### src/rtl/hdlc_rx_pkg.sv
package hdlc_rx_pkg;

    typedef enum logic [1:0] {
        RX_OFF   = 2'd0,
        RX_HUNT  = 2'd1,
        RX_FRAME = 2'd2
    } rx_state_e;

    // Events decoded from the current line bit
    typedef struct packed {
        logic flag;   // zero ending a run of exactly six ones
        logic abort;  // the one completing an abort-length run
        logic stuff;  // inserted zero after five ones
        logic data;   // bit carries frame data
    } line_ev_t;

    localparam logic [15:0] CRC_POLY_REFL = 16'h8408;
    localparam logic [15:0] CRC_INIT      = 16'hFFFF;
    localparam logic [15:0] CRC_RESIDUE   = 16'hF0B8;

endpackage

### src/rtl/hdlc_line_monitor.sv
module hdlc_line_monitor
    import hdlc_rx_pkg::*;
#(
    parameter int STUFF_RUN = 5,
    parameter int ABORT_RUN = 7,
    parameter int IDLE_RUN  = 15
) (
    input  logic     clk,
    input  logic     rst_n,
    input  logic     bit_in,
    input  logic     clr_status,
    output line_ev_t ev,
    output logic     idle_st,
    output logic     flag_st
);

    localparam int RUN_W    = $clog2(IDLE_RUN + 1);
    localparam int FLAG_RUN = ABORT_RUN - 1;

    typedef struct packed {
        logic [RUN_W-1:0] run;
        logic             idle;
        logic             flag;
    } mon_t;

    mon_t m_d, m_q;

    always_comb begin
        m_d = m_q;
        ev  = '0;
        if (bit_in) begin
            if (m_q.run != RUN_W'(IDLE_RUN)) m_d.run = m_q.run + RUN_W'(1);
            ev.abort = (m_q.run == RUN_W'(ABORT_RUN - 1));
            if (m_q.run >= RUN_W'(IDLE_RUN - 1)) m_d.idle = 1'b1;
            if (ev.abort) m_d.flag = 1'b0;
        end else begin
            m_d.run  = '0;
            m_d.idle = 1'b0;
            ev.stuff = (m_q.run == RUN_W'(STUFF_RUN));
            ev.flag  = (m_q.run == RUN_W'(FLAG_RUN));
            if (ev.flag) m_d.flag = 1'b1;
        end
        ev.data = !ev.stuff && !ev.flag;
        if (clr_status) begin
            m_d.idle = 1'b0;
            m_d.flag = 1'b0;
        end
    end

    always_ff @(posedge clk or negedge rst_n) begin
        if (!rst_n) m_q <= '0;
        else        m_q <= m_d;
    end

    assign idle_st = m_q.idle;
    assign flag_st = m_q.flag;

endmodule

### src/rtl/hdlc_crc16_byte.sv
module hdlc_crc16_byte
    import hdlc_rx_pkg::*;
#(
    parameter int BYTE_W = 8
) (
    input  logic [15:0]       crc_in,
    input  logic [BYTE_W-1:0] byte_in,
    output logic [15:0]       crc_out
);

    logic [15:0] stage [0:BYTE_W];

    assign stage[0] = crc_in;

    for (genvar i = 0; i < BYTE_W; i++) begin : g_bit
        logic fb;
        assign fb           = stage[i][0] ^ byte_in[i];
        assign stage[i + 1] = (stage[i] >> 1) ^ (fb ? CRC_POLY_REFL : 16'h0000);
    end

    assign crc_out = stage[BYTE_W];

endmodule

### src/rtl/hdlc_store_port.sv
module hdlc_store_port #(
    parameter int BYTE_W = 8
) (
    input  logic              clk,
    input  logic              rst_n,
    input  logic              push,
    input  logic [BYTE_W-1:0] push_data,
    input  logic              ack,
    output logic              req,
    output logic [BYTE_W-1:0] data,
    output logic              full
);

    typedef struct packed {
        logic              req;
        logic [BYTE_W-1:0] data;
    } port_t;

    port_t p_d, p_q;

    always_comb begin
        p_d = p_q;
        if (p_q.req && ack) p_d.req = 1'b0;
        if (push) begin
            p_d.req  = 1'b1;
            p_d.data = push_data;
        end
    end

    always_ff @(posedge clk or negedge rst_n) begin
        if (!rst_n) p_q <= '0;
        else        p_q <= p_d;
    end

    assign req  = p_q.req;
    assign data = p_q.data;
    assign full = p_q.req && !ack;

endmodule

### src/rtl/hdlc_frame_rx.sv
module hdlc_frame_rx
    import hdlc_rx_pkg::*;
#(
    parameter int LEN_W     = 11,
    parameter int BYTE_W    = 8,
    parameter int FCS_BYTES = 2,
    parameter int STUFF_RUN = 5,
    parameter int ABORT_RUN = 7,
    parameter int IDLE_RUN  = 15
) (
    input  logic              clk,
    input  logic              rst_n,
    input  logic              rx_bit,
    input  logic              ctl_wr,
    input  logic              ctl_enable,
    input  logic              ctl_reset,
    input  logic              lim_wr,
    input  logic [LEN_W-1:0]  lim_in,
    output logic              store_req,
    output logic [BYTE_W-1:0] store_data,
    input  logic              store_ack,
    output logic [LEN_W-1:0]  rx_len,
    output logic [7:0]        status,
    output logic              crc_ok,
    output logic              irq
);

    localparam int BIT_W = $clog2(BYTE_W);

    typedef struct packed {
        rx_state_e         st;
        logic              armed;
        logic [BYTE_W-1:0] shreg;
        logic [BIT_W-1:0]  bitcnt;
        logic [15:0]       crc;
        logic [LEN_W-1:0]  cnt;
        logic [LEN_W-1:0]  lim;
        logic              irq;
        logic              ab;
        logic              ovr_n;
        logic              long_n;
        logic              crc_ok;
    } regs_t;

    regs_t             r_d, r_q;
    line_ev_t          ev;
    logic              idle_st, flag_st;
    logic              rst_ok, arm_ok;
    logic              push, port_full;
    logic [BYTE_W-1:0] asm_byte;
    logic [15:0]       crc_next;
    logic [LEN_W-1:0]  cnt_inc;

    hdlc_line_monitor #(
        .STUFF_RUN (STUFF_RUN),
        .ABORT_RUN (ABORT_RUN),
        .IDLE_RUN  (IDLE_RUN)
    ) u_mon (
        .clk        (clk),
        .rst_n      (rst_n),
        .bit_in     (rx_bit),
        .clr_status (rst_ok),
        .ev         (ev),
        .idle_st    (idle_st),
        .flag_st    (flag_st)
    );

    hdlc_crc16_byte #(.BYTE_W(BYTE_W)) u_crc (
        .crc_in  (r_q.crc),
        .byte_in (asm_byte),
        .crc_out (crc_next)
    );

    hdlc_store_port #(.BYTE_W(BYTE_W)) u_port (
        .clk       (clk),
        .rst_n     (rst_n),
        .push      (push),
        .push_data (asm_byte),
        .ack       (store_ack),
        .req       (store_req),
        .data      (store_data),
        .full      (port_full)
    );

    assign asm_byte = {rx_bit, r_q.shreg[BYTE_W-1:1]};
    assign cnt_inc  = r_q.cnt + LEN_W'(1);
    assign rst_ok   = ctl_wr && ctl_reset  && !r_q.armed;
    assign arm_ok   = ctl_wr && ctl_enable && !r_q.armed;

    always_comb begin
        r_d  = r_q;
        push = 1'b0;

        if (lim_wr) r_d.lim = lim_in;

        if (rst_ok) begin
            r_d.irq    = 1'b0;
            r_d.cnt    = '0;
            r_d.lim    = '0;
            r_d.ab     = 1'b0;
            r_d.ovr_n  = 1'b1;
            r_d.long_n = 1'b1;
            r_d.crc_ok = 1'b0;
        end

        if (arm_ok) begin
            r_d.armed = 1'b1;
            r_d.st    = RX_HUNT;
        end

        if (r_q.armed) begin
            unique case (r_q.st)
                RX_HUNT: begin
                    if (ev.flag) begin
                        r_d.st     = RX_FRAME;
                        r_d.shreg  = '0;
                        r_d.bitcnt = '0;
                        r_d.crc    = CRC_INIT;
                        r_d.cnt    = '0;
                        r_d.crc_ok = 1'b0;
                    end
                end
                RX_FRAME: begin
                    if (ev.flag) begin
                        if (r_q.cnt < LEN_W'(FCS_BYTES)) begin
                            // too short: reopen on this flag
                            r_d.shreg  = '0;
                            r_d.bitcnt = '0;
                            r_d.crc    = CRC_INIT;
                            r_d.cnt    = '0;
                        end else begin
                            r_d.st     = RX_OFF;
                            r_d.armed  = 1'b0;
                            r_d.irq    = 1'b1;
                            r_d.crc_ok = (r_q.crc == CRC_RESIDUE);
                        end
                    end else if (ev.abort) begin
                        r_d.st    = RX_OFF;
                        r_d.armed = 1'b0;
                        r_d.irq   = 1'b1;
                        r_d.ab    = 1'b1;
                    end else if (ev.data) begin
                        r_d.shreg  = asm_byte;
                        r_d.bitcnt = r_q.bitcnt + BIT_W'(1);
                        if (r_q.bitcnt == BIT_W'(BYTE_W - 1)) begin
                            if (port_full) begin
                                r_d.st    = RX_OFF;
                                r_d.armed = 1'b0;
                                r_d.irq   = 1'b1;
                                r_d.ovr_n = 1'b0;
                            end else begin
                                push    = 1'b1;
                                r_d.cnt = cnt_inc;
                                r_d.crc = crc_next;
                                if (cnt_inc == r_q.lim) begin
                                    r_d.st     = RX_OFF;
                                    r_d.armed  = 1'b0;
                                    r_d.irq    = 1'b1;
                                    r_d.long_n = 1'b0;
                                end
                            end
                        end
                    end
                end
                default: ;
            endcase
        end
    end

    always_ff @(posedge clk or negedge rst_n) begin
        if (!rst_n) begin
            r_q        <= '0;
            r_q.crc    <= CRC_INIT;
            r_q.ovr_n  <= 1'b1;
            r_q.long_n <= 1'b1;
        end else begin
            r_q <= r_d;
        end
    end

    assign rx_len = r_q.cnt;
    assign irq    = r_q.irq;
    assign crc_ok = r_q.crc_ok;
    assign status = {r_q.long_n, r_q.ovr_n, r_q.ab, flag_st, idle_st, r_q.armed, 2'b00};

endmodule

### config.mk
export PLATFORM = sky130hd
export DESIGN_NAME = hdlc_frame_rx
export DESIGN_NICKNAME = d
export VERILOG_FILES = /design/src/rtl/hdlc_rx_pkg.sv /design/src/rtl/hdlc_line_monitor.sv /design/src/rtl/hdlc_crc16_byte.sv /design/src/rtl/hdlc_store_port.sv /design/src/rtl/hdlc_frame_rx.sv
export SDC_FILE = /design/constraint.sdc
export NUM_CORES = 1
export LEC_CHECK = 0
export ABC_AREA = 0
export CORE_MARGIN = 5
export CORE_UTILIZATION = 60
export CTS_CLUSTER_DIAMETER = 50
export DETAILED_ROUTE_END_ITERATION = 10
export GPL_ROUTABILITY_DRIVEN = 0
export PLACE_DENSITY = 0.87
export SETUP_SLACK_MARGIN = 0.4
export SKIP_LAST_GASP = 1
export SLEW_MARGIN = 20
export SYNTH_ARGS = -nofsm -noshare
export SYNTH_HDL_FRONTEND = slang
export SYNTH_SLANG_ARGS = --single-unit
### constraint.sdc
create_clock -name clk -period 6.8 [get_ports clk]
set_clock_uncertainty 0.15 [all_clocks]
set_input_delay 0.68 -clock clk [delete_from_list [all_inputs] [get_ports clk]]
set_output_delay 0.68 -clock clk [all_outputs]
set_load 0.02 [all_outputs]
==> results of run 1 <==
-- registers in the layout, indices dropped and copies added (netlist names) --
| register | count |
|---|---|
| u_mon.idle_st | 1 |
| u_mon.m_q | 4 |
| r_q | 32 |
| irq | 1 |
| u_port.data | 8 |
| crc_ok | 1 |
| u_port.req | 1 |
| rx_len | 11 |
| status | 4 |
| u_mon.flag_st | 1 |
| asm_byte | 7 |
-- how the worst max path moves through the flow --
| stage | startpoint | end | cells after the start |
|---|---|---|---|
| CTS | rx_bit | r_q[34] | 7 |
| floorplan | rx_len[1] | irq | 8 |
| finish | rx_bit | r_q[34] | 7 |
| global placement | rx_bit | r_q[34] | 7 |
| detailed placement | rx_bit | r_q[42] | 7 |
| global route | rx_bit | r_q[34] | 7 |
-- metal layers --
layer	GRT usage [%]	up-vias	part of all wire [%]
met5	0	-	0
met4	9.01	0	3.0
met3	5.92	39	7.8
met2	40.1	186	50
met1	32.4	1803	39
li1	-	1670	-
-- worst max-delay path: stages --
cell,delay [ns]
clkdlybuf4s50_1,0.64
and4bb_2,0.59
nand4_1,0.37
o211ai_2,0.22
o2111ai_2,0.44
buf_4,0.39
o31ai_1,0.25
-- power breakdown --
group	internal, uW	leakage, uW	switching (uW)
clock network	209	0.000107	172
logic	74.9	0.000933	161
registers	447	0.000894	25.6
-- cell usage after synthesis, types with 2 or more instances --
cell | n | area (sq um)
nand2_1 | 58 | 218
dfrtp_1 | 53 | 1330
nor2_1 | 36 | 135
xnor2_1 | 27 | 236
a21oi_1 | 25 | 125
o21ai_0 | 23 | 115
buf_4 | 20 | 150
dfstp_2 | 18 | 473
xor2_1 | 14 | 123
clkbuf_1 | 13 | 48.8
inv_1 | 13 | 48.8
o31ai_1 | 13 | 97.6
buf_2 | 12 | 60.1
mux2i_1 | 11 | 110
nand3_1 | 11 | 55.1
o31ai_2 | 11 | 138
o21ai_1 | 10 | 50.1
ha_1 | 8 | 100
mux2_2 | 8 | 90.1
nand4_1 | 7 | 43.8
a31oi_1 | 6 | 37.5
nor4_1 | 5 | 31.3
o211ai_1 | 5 | 37.5
nor2b_1 | 4 | 25.0
o41ai_1 | 4 | 35.0
and3_1 | 3 | 18.8
nand2b_1 | 3 | 18.8
nor3_1 | 3 | 15.0
o22ai_1 | 3 | 18.8
or4_1 | 3 | 22.5
a211oi_1 | 2 | 15.0
a32o_1 | 2 | 20.0
and2_1 | 2 | 12.5
buf_1 | 2 | 7.51
nor4b_1 | 2 | 17.5
o211a_1 | 2 | 20.0
o21a_1 | 2 | 15.0
-- through the flow --
step	hold WS, ns	utilization [%]
global placement	0.322	65.3
CTS	0.342	68.5
finish	0.343	68.5
floorplan	0.234	-
detailed placement	0.325	65.4
global route	0.364	68.5
-- final cells by class --
class / count / area, sq um / area share [%]
Inverter: 13 / 48.8 / 0.992
Timing Repair Buffer: 49 / 478 / 9.72
Tap cell: 99 / 124 / 2.52
Multi-Input combinational cell: 338 / 2250 / 45.7
Clock inverter: 6 / 93.8 / 1.91
Sequential cell: 71 / 1800 / 36.6
Clock buffer: 10 / 128 / 2.59
-- cell families (layout without fill, tap and decap cells) --
kind of cell | Yosys count | in the layout
flip-flops | 71 | 71
XOR/XNOR | 41 | 41
adder cells (fa/ha/maj) | 8 | 8
buffers and inverters | 61 | 78
multiplexers | 19 | 19
other | 1 | 2
AO/OA/AOI/OAI | 120 | 120
AND/OR/NAND/NOR | 148 | 148
==> reports/metrics.yaml, run 1 <==
clock_tree:
  clk_latency_ns: 0.35
  post_cts_resized: 0
  holdBufCountCts: 0
  cts_setup_buffers: 0
  numCtsBuffers: 9
  cts_tree: "done"
  clkTransAtPathRegs_ns: 0.08
  h-tree-depth: 3
  cts_root_buf: "clkbuf_8"
  cts_sinks: 71
  clockBufferDepth: 2
placed_design:
  dp_hpwl_um: 7560
  preCtsSetupSlack_ns: 2.99
  dp.cells: 570
  dpl_cell_area_sq_mm: 0.00469
  place.port_buffers: 46
logic_synthesis:
  netlist_instances: 469
  synth_ff_type: "dfrtp_1"
  yosys.cell_types.count: 62
  synth-xor-area-share_pct: 8.22
  synth_top_family_by_area: "compound AO/OA/AOI/OAI gates"
  synth.mux.area_fraction_pct: 4.58
  synthAdderAreaFrac_pct: 2.29
  syn_area_sq_mm: 0.00437
  synthSimpleGateAreaFrac_pct: 16.5
  ys_warn_count: 0
  synth.avg_cell_area_sq_um: 9.31
  ys_seq_elements: 71
  synth_compound_area_share_pct: 19.6
  yosysSeqAreaShare_pct: 41.2
  synthArstFlopShare_pct: 100
  synth_enable_flop_cells: 0
power:
  leakage_uw: 0.00193
  p_per_area_mw_per_mm2: 221
  irDropWorstVdd_mv: 0.181
  power_uw: 1090
global_routing:
  grt_pass1_wl_um: 17500
  gr-total-overflow: 0
  grt_max_degree: 72
  grt_pass1_vias: 3514
  grt_antenna_before_repair: 0
  grt.total_usage_pct: 24.8
route:
  wl_per_cell_um: 18.3
  ant_nets: 0
  vias_per_cell: 6.31
  dr.pass1.iters: 6
  routed_wirelength_um: 10800
  drc: 0
  drtIter0Drc: 373
  routed-via-count: 3698
sta:
  slew-limit-headroom_pct: 34.8
  finalCritPeriodShare_pct: 51.3
  fin_ws_ns: 3.31
  min_period_ns: 3.49
  slew_violations: 0
  tightestPinTransition_ns: 0.970
  setup_viol: 0
  fin_tns_setup_ns: 0
  fmax_mhz: 287
  grt_setup_unrepaired: "no"
  hold_viol: 0
die:
  initial_core_util_pct: 60.9
  core_area_sq_mm: 0.00718
  rows: 31
  io-pin-count: 49
  dieWidth_um: 95.3
  dieHeight_um: 95.3
  die_area_sq_mm: 0.00908
worst_setup_path:
  crit_type: "primary input to register"
  required_ns: 6.90
  reg2reg_depth: 8
  arrival_ns: 3.59
  r2r_end: "r_q[34]"
  rr_startpoint: "u_mon.m_q[2]"
  crit_fanout: 17
  ff2ff_setup_slack_ns: 3.59
  cp-start-kind: "primary input"
  endpoint_kind: "register"
layout:
  stdcell_area_sq_mm: 0.00492
  finalNetCount: 509
  fillers: 523
  final_cell_mix: "nand2_1 (58), dfrtp_1 (53), clkdlybuf4s50_1 (45), nor2_1 (35), xnor2_1 (27)"
  antenna_cells: 0
  drive_gt1_share_pct: 13.8
  areaGrowthSynthToFinish_pct: 12.6
  final_cells: 586
  final_common_cell: "nand2_1"
run:
  maxCapViolCount: 0
outcome:
  status: "complete, no violations"
min_path:
  hold_depth: 2
  hp-class: "register to register"
  whs_endpoint: "status[5]"
  worstHoldStart: "status[5]"
(Power assumes the default switching activity.)
==> inputs of run 2 (changes only) <==
--- a/config.mk
+++ b/config.mk
@@ -7,11 +7,11 @@
 export LEC_CHECK = 0
 export ABC_AREA = 0
 export CORE_MARGIN = 5
-export CORE_UTILIZATION = 60
+export CORE_UTILIZATION = 57
 export CTS_CLUSTER_DIAMETER = 50
 export DETAILED_ROUTE_END_ITERATION = 10
 export GPL_ROUTABILITY_DRIVEN = 0
-export PLACE_DENSITY = 0.87
+export PLACE_DENSITY = 0.84
 export SETUP_SLACK_MARGIN = 0.4
 export SKIP_LAST_GASP = 1
 export SLEW_MARGIN = 20
==> constraint.sdc (replaced) <==
create_clock -name clk -period 3.3 [get_ports clk]
set_clock_uncertainty 0.15 [all_clocks]
set_input_delay 0.33 -clock clk [delete_from_list [all_inputs] [get_ports clk]]
set_output_delay 0.33 -clock clk [all_outputs]
set_load 0.02 [all_outputs]
==> reports/metrics.yaml, run 2 (synthesis results as in run 1) <==
global_routing:
  grt_pass1_vias: 3538
  grt_max_degree: 72
  grt_antenna_before_repair: 0
  grt_pass1_wl_um: 17300
  grt.total_usage_pct: 22.4
  gr-total-overflow: 0
clock_tree:
  cts_root_buf: "clkbuf_8"
  holdBufCountCts: 0
  clk_latency_ns: 0.36
  h-tree-depth: 3
  cts_sinks: 71
  cts_tree: "done"
  clockBufferDepth: 2
  clkTransAtPathRegs_ns: 0.07
  numCtsBuffers: 9
die:
  core_area_sq_mm: 0.00761
  die_area_sq_mm: 0.00951
  io-pin-count: 49
  initial_core_util_pct: 57.4
  dieWidth_um: 97.5
  dieHeight_um: 97.5
  rows: 32
power:
  leakage_uw: 0.00195
  p_seq_share_pct: 45.4
  irDropWorstVdd_mv: 0.320
  power.internal_uw: 1430
  power_uw: 2140
  power.share.switching_pct: 33.4
  pwr-share-comb_pct: 23.3
  p_per_area_mw_per_mm2: 431
  clock_power_share_pct: 31.4
  p_switching_uw: 715
sta:
  fin_ws_ns: 0.528
  fmax_mhz: 361
  setup_viol: 0
  min_period_ns: 2.77
  grt_setup_unrepaired: "no"
  hold_viol: 0
  finalCritPeriodShare_pct: 84.0
  fin_tns_setup_ns: 0
  slew_violations: 0
  tightestPinTransition_ns: 0.858
  slew-limit-headroom_pct: 42.8
  whs_ns: 0.00366
placed_design:
  place.port_buffers: 46
  preCtsSetupSlack_ns: 0.387
  dp_hpwl_um: 7280
  dpl_cell_area_sq_mm: 0.00474
route:
  drc: 0
  vias_per_cell: 6.08
  routed_wirelength_um: 10300
  routed-via-count: 3636
  drtIter0Drc: 308
  ant_nets: 0
  dr.pass1.iters: 5
  wl_per_cell_um: 17.2
layout:
  stdcell_area_sq_mm: 0.00497
  final_common_cell: "nand2_1"
  final-seq-area_sq_mm: 0.00180
  final_cell_mix: "nand2_1 (58), dfrtp_1 (50), clkdlybuf4s50_1 (45), nor2_1 (36), xnor2_1 (27)"
  multi_input_area_sq_mm: 0.00226
  regMostFlops: "r_q"
  antenna_cells: 0
  finalNetCount: 518
  largest_register_ffs: 32
  areaGrowthSynthToFinish_pct: 13.9
  drive_gt1_share_pct: 15.7
  fillers: 621
worst_setup_path:
  endpoint_kind: "register"
  crit_type: "register to register"
  critPathMaxStageDelay_ns: 0.49
  cp-start-kind: "register"
  rr_startpoint: "rx_len[0]"
  path_buf_inv: 0
  required_ns: 3.45
  ff2ff_setup_slack_ns: 0.53
  worstPathCellList: "ha_4 -> nand3_4 -> or3_4 -> a2111oi_4 -> o311ai_1 -> o31ai_2 -> a32o_1"
  cp_top_family: "compound AO/OA/AOI/OAI gates"
  r2r_end: "irq"
  slowest_stage: "dfrtp_2"
  arrival_ns: 2.92
  crit_fanout: 10
  reg2reg_depth: 7
run:
  maxCapViolCount: 0
min_path:
  hp-class: "primary input to async pin"
outcome:
  status: "complete, no violations"
run 2: worst max-delay path by stage:
stage | start | to | slack [ns] | cells after the start
floorplan | rx_len[1] | irq | 0.87 | 8
global placement | rx_len[0] | irq | 0.44 | 7
detailed placement | rx_len[0] | irq | 0.39 | 7
CTS | rx_len[0] | irq | 0.43 | 7
global route | rx_len[0] | irq | 0.41 | 7
finish | rx_len[0] | irq | 0.53 | 7
run 2: area by class of cell:
class,instances,share of cell area [%]
Multi-Input combinational cell,338,45.5
Timing Repair Buffer,58,11.0
Sequential cell,71,36.3
Tap cell,102,2.57
Clock buffer,14,3.47
Clock inverter,2,0.302
Inverter,13,0.981
run 2: per-layer routing:
| metal | up-vias | global-route usage [%] | part of all wire [%] |
|---|---|---|---|
| met1 | 1748 | 30.2 | 43 |
| met5 | - | 0 | 0 |
| met3 | 32 | 5.31 | 8.4 |
| met4 | 0 | 11.0 | 3.0 |
| li1 | 1692 | - | - |
| met2 | 164 | 33.6 | 46 |
run 2: power groups by stage:
stage / registers (uW) / logic, uW / clock network (uW)
final: 972 / 498 / 672
after CTS: 971 / 496 / 677
after global routing: 980 / 555 / 719
after global placement: 984 / 475 / 0
after floorplan: 971 / 351 / 0
after detailed placement: 987 / 493 / 0
run 2: timing repair:
action / in CTS / in global routing
gates cloned: 0 / 0
gates resized for setup: 1 / 5
setup endpoints to repair: 4 / 29
setup buffers: 0 / 3
pin swaps: 0 / 2
run 2: through the flow:
step,utilization (%),std cells
after detailed placement,62.4,579
after global placement,62.4,579
after floorplan,-,470
final,65.4,598
after CTS,64.9,595
after global routing,65.4,598
